--- src/rtl/ham_chk_pkg.sv ---
package ham_chk_pkg;
  localparam int BYTE_W   = 8;
  localparam int CODE_W   = 3 * BYTE_W;
  localparam int WORD_W   = 32;
  localparam int HALF_LSB = 16;

  typedef enum logic [2:0] {
    ST_CLEAN    = 3'd0,
    ST_FIXED    = 3'd1,
    ST_CODE_BAD = 3'd2,
    ST_BLANK    = 3'd3,
    ST_FATAL    = 3'd4
  } chk_status_e;

  localparam logic [WORD_W-1:0] BLANK_SIG = 32'h0FFF_0FFF;
endpackage

--- src/rtl/ham_classify.sv ---
module ham_classify
  import ham_chk_pkg::*;
#(
  parameter int IDX_W = 9,
  parameter int BIT_W = 3,
  parameter int CNT_W = 6
) (
  input  logic [WORD_W-1:0] syn_i,
  input  logic [CNT_W-1:0]  cnt_i,
  input  logic              blank_i,
  output chk_status_e       status_o,
  output logic [IDX_W-1:0]  byte_o,
  output logic [BIT_W-1:0]  bit_o
);
  localparam int FIX_WEIGHT = 12;

  always_comb begin
    status_o = ST_FATAL;
    byte_o   = '0;
    bit_o    = '0;
    if (syn_i == '0) begin
      status_o = ST_CLEAN;
    end else if (cnt_i == CNT_W'(FIX_WEIGHT)) begin
      status_o = ST_FIXED;
      bit_o    = syn_i[HALF_LSB +: BIT_W];
      byte_o   = syn_i[HALF_LSB + BIT_W +: IDX_W];
    end else if (cnt_i == CNT_W'(1)) begin
      status_o = ST_CODE_BAD;
    end else if (blank_i) begin
      status_o = ST_BLANK;
    end
  end
endmodule

--- config.mk ---
export PLATFORM = sky130hd
export DESIGN_NAME = ham_classify
export DESIGN_NICKNAME = d
export VERILOG_FILES = /design/src/rtl/ham_chk_pkg.sv /design/src/rtl/ham_classify.sv
export SDC_FILE = /design/constraint.sdc
export NUM_CORES = 1
export LEC_CHECK = 0
export BUFFER_PORTS_ARGS = -buffer_cell sky130_fd_sc_hd__buf_2
export CORE_AREA = 2 2 39 41
export DETAILED_ROUTE_END_ITERATION = 10
export DIE_AREA = 0 0 41 43
export PLACE_DENSITY = 0.6
export SLEW_MARGIN = 10
export SYNTH_ARGS = -nofsm -noshare
export SYNTH_HDL_FRONTEND = slang
export SYNTH_SLANG_ARGS = --single-unit
export TNS_END_PERCENT = 50
--- constraint.sdc ---
create_clock -name vclk -period 2.35
set_clock_uncertainty 0.05 [all_clocks]
set_input_delay 0 -clock vclk [all_inputs]
set_output_delay 0 -clock vclk [all_outputs]
set_load 0.05 [all_outputs]
=== Word level (Yosys, flattened, before mapping) ===
Index checks and enable logic that the tools add are counted.

* Register bits after elaboration: 0
* Input port bits: 39
* Output and inout port bits: 15
* Logic and storage cells: 11

* Eq/ne operators: 2
* Multiplexer cells: 8
* Reductions and logical operators: 1

{| class="wikitable"
|+ Operators by type and width
! kind !! number
|-
| 32-bit zero test || 1
|-
| 3-bit 2-to-1 mux || 6
|-
| 9-bit 2-to-1 mux || 2
|-
| 6-bit by 1-bit == test with 1-bit output (second input constant) || 1
|-
| 6-bit by 4-bit == test with 1-bit output (second input constant) || 1
|}

=== Longest topological paths before layout ===
* Word-level depth: 4
* Gate-level depth with buffers: 5
* Depth with buffers taken out: 4

=== Worst setup path after synthesis ===
No wires, ideal clock.

* Path type: in2out
* Start point: input port cnt_i[5]
* End point: output port status_o[2]
* Data arrival time: 1.534 ns
* Data required time: 2.300 ns
* Path slack: 0.766 ns
* Stages: 4
* Path through: nor3_2 and4b_4 buf_6 nor3b_1

* Word-level cells in the longest chain between the ends: 4

{| class="wikitable"
|+ RTL lines
! item !! RTL line !! RTL
|-
| start, declared || ham_classify.sv:9 || <nowiki>input logic [CNT_W-1:0] cnt_i,</nowiki>
|-
| 6-bit by 1-bit == test with 1-bit output || ham_classify.sv:27 || <nowiki>end else if (cnt_i == CNT_W'(1)) begin</nowiki>
|-
| 3-bit 2-to-1 mux || ham_classify.sv:27 ||
|-
| 3-bit 2-to-1 mux (*) || ham_classify.sv:23 || <nowiki>end else if (cnt_i == CNT_W'(FIX_WEIGHT)) begin</nowiki>
|-
| 3-bit 2-to-1 mux (*) || ham_classify.sv:21 || <nowiki>if (syn_i == '0) begin</nowiki>
|-
| end, declared || ham_classify.sv:11 || <nowiki>output chk_status_e status_o,</nowiki>
|}

Every way passes the cells marked *; elsewhere a longest branch is shown, timed or not.

=== Worst setup path after layout ===
* Start point: input port cnt_i[1]
* End point: output port status_o[0]

Same word-level chain as after synthesis.

==> impl_metrics.ini <==
[synthesis]
synth-warning-count = 0
adder_cell_share_of_the_synthesized_area_pct = 0
syn-instance-count = 33
yosysUniqueCellTypes = 13
synthesis.area_sq_um = 215
synth-compound-area-share_pct = 5.23
postSynthAreaPerCell_sq_um = 6.52
synth_simple_gate_area_share_pct = 89.5
synthesis.nets = 72
xor_xnor_cell_area_share_of_the_yosys_netlist_pct = 0
synth_sequential_area_ratio_pct = 0
yosys-mux-area-fraction_pct = 0
dominant_combinational_cell_family_by_area_after_synthesis = simple AND/OR/NAND/NOR gates

[layout]
final_layout_size_suffix_gt1_share_pct = 66.3
antenna-diode-count = 0
layout_commonest_cell = buf_2
layout.nets = 127
fill_cell_instance_count_of_the_final_layout = 148
areaGrowthSynthToFinish_pct = 130
n_clock_buffer = 0
most_frequent_cells_in_the_layout = buf_2, and2_1, nor4_1, nand4_1, nor2_1
final-seq-area_sq_um = 0
final_cell_count_no_fill = 102
final_cell_area_sq_um = 494
design.seq.count = 0

[sta]
setup-violations-final = 0
hold_slack_ns = 0.370
fmax_mhz = 868
timing.final.crit_period_ns = 1.15
tightestPinTransition_ns = 0.278
post_route_setup_slack_ns = 1.20
relative_slew_margins_pct = 81.3
grt_setup_unrepaired = false
timing_hold_violations_final = 0
final_max_slew_viol_count = 0
total_negative_slack_ns = 0
final.period_utilization_pct = 49.0

[cts]
postCtsSetupBuffers = 0
post_cts_resized = 0
hold_buffers = 0

[floorplanning]
die_width_microns = 41
placementRows = 14
num_io_pins = 54
floorplan.initialDensity_pct = 15.6
chipHeight_microns = 43
core-area_sq_um = 1380
die_area_sq_um = 1760

[placement]
post-place-cells = 102
placed_cell_area_sq_um = 494
place.gp.congestion = 0.704
pre_cts_ws_ns = 1.19
placement.io_buffers = 54

[routing]
drt-initial-drc-count = 2
antenna_violating_nets_post_route = 0
drt_pass1_iterations = 4
routed-via-count = 447
route.detailed.wl_per_inst_microns = 8.62
remaining_drc_errors = 0
via_per_inst = 4.38
drt_wl_total_microns = 879

[power_and_ir_drop]
swShare_pct = 51.5
p_int_uw = 30.6
combinationalPowerShare_pct = 100.0
p_sw_uw = 32.5
pwr-share-seq_pct = 0
total_leakage_power_nw = 0.290
share_clk_of_total_power_pct = 0
powerDensity_nw_per_um2 = 128
vdd.ir_drop.worst_mv = 0.0579

[grt]
grt.total_usage_pct = 8.99
grt_pass1_wl_microns = 1210
grt_antenna_before_repair = 0
first_global_vias = 359
global_route.overflow_total = 0
largest_net_degree_at_the_start_of_global_routing = 16

[critical_path]
worst_setup_path_end_kind = primary output
criticalPathCategory = input port to primary output
critical_path_required_ns = 2.30
path_max_fanout = 15
setup.worst_path.start_class = input port
worst-endpoint-arrival_ns = 1.10

[min_path]
timing.hold.worst.class = input port to primary output

[flow_run]
max-cap-violations = 0

[run_status]
status = finished clean
==> cells in the mapped netlist <==
library cell	count	share of area [%]
nor4_1	8	23
a21oi_1	1	2.3
nor3b_1	1	3.5
buf_6	1	5.2
nor3_2	1	4.7
a31oi_1	1	2.9
nor2_1	2	3.5
nand3_1	1	2.3
nor3_1	1	2.3
nand4_1	2	5.8
and4b_4	1	6.4
nor2_2	1	2.9
and2_1	12	35
==> per-stage QoR <==
stage                     utilization (%)  total power, mW
final                                35.7           0.0631
after global routing                 35.7           0.0691
after CTS                            35.7           0.0640
after detailed placement             35.7           0.0638
after global placement               35.7           0.0628
after floorplan                         -           0.0249
==> cell type report <==
cell class / instances / area, sq um / share of cell area, %
multi-input combinational: 32 / 204 / 41.3
tap: 16 / 20.0 / 4.05
timing repair buffer: 54 / 270 / 54.7
==> per-layer routing <==
metal	track usage (%)	up-vias	wire (microns)
li1	-	234	-
met2	16.3	36	394
met4	0	0	0
met1	12.0	177	348
met5	0	-	0
met3	0	0	136
==> power by group through the flow <==
stage	sequential (mW)	combinational (mW)	clock (mW)
6_report	0	0.0631	0
5_1_grt	0	0.0691	0
4_1_cts	0	0.0640	0
3_5_place_dp	0	0.0638	0
3_3_place_gp	0	0.0628	0
2_1_floorplan	0	0.0249	0
==> cell families (layout without fill, tap and decap cells) <==
family | after synthesis | count (layout)
AO/OA/AOI/OAI | 2 | 2
AND/OR/NAND/NOR | 30 | 30
buffers and inverters | 1 | 54
==> critical path: stages <==
cell,delay [ns]
buf_2,0.10
nor3_2,0.23
and4b_4,0.36
a21oi_1,0.07
nor2_2,0.07
buf_2,0.26
==> worst paths after layout <==
check | startpoint | end | slack [ns] | depth (start not counted)
max | cnt_i[1] | status_o[0] | 1.20 | 6
min | syn_i[27] | byte_o[8] | 0.37 | 3
Note: power is estimated with default switching activity, not from simulation.
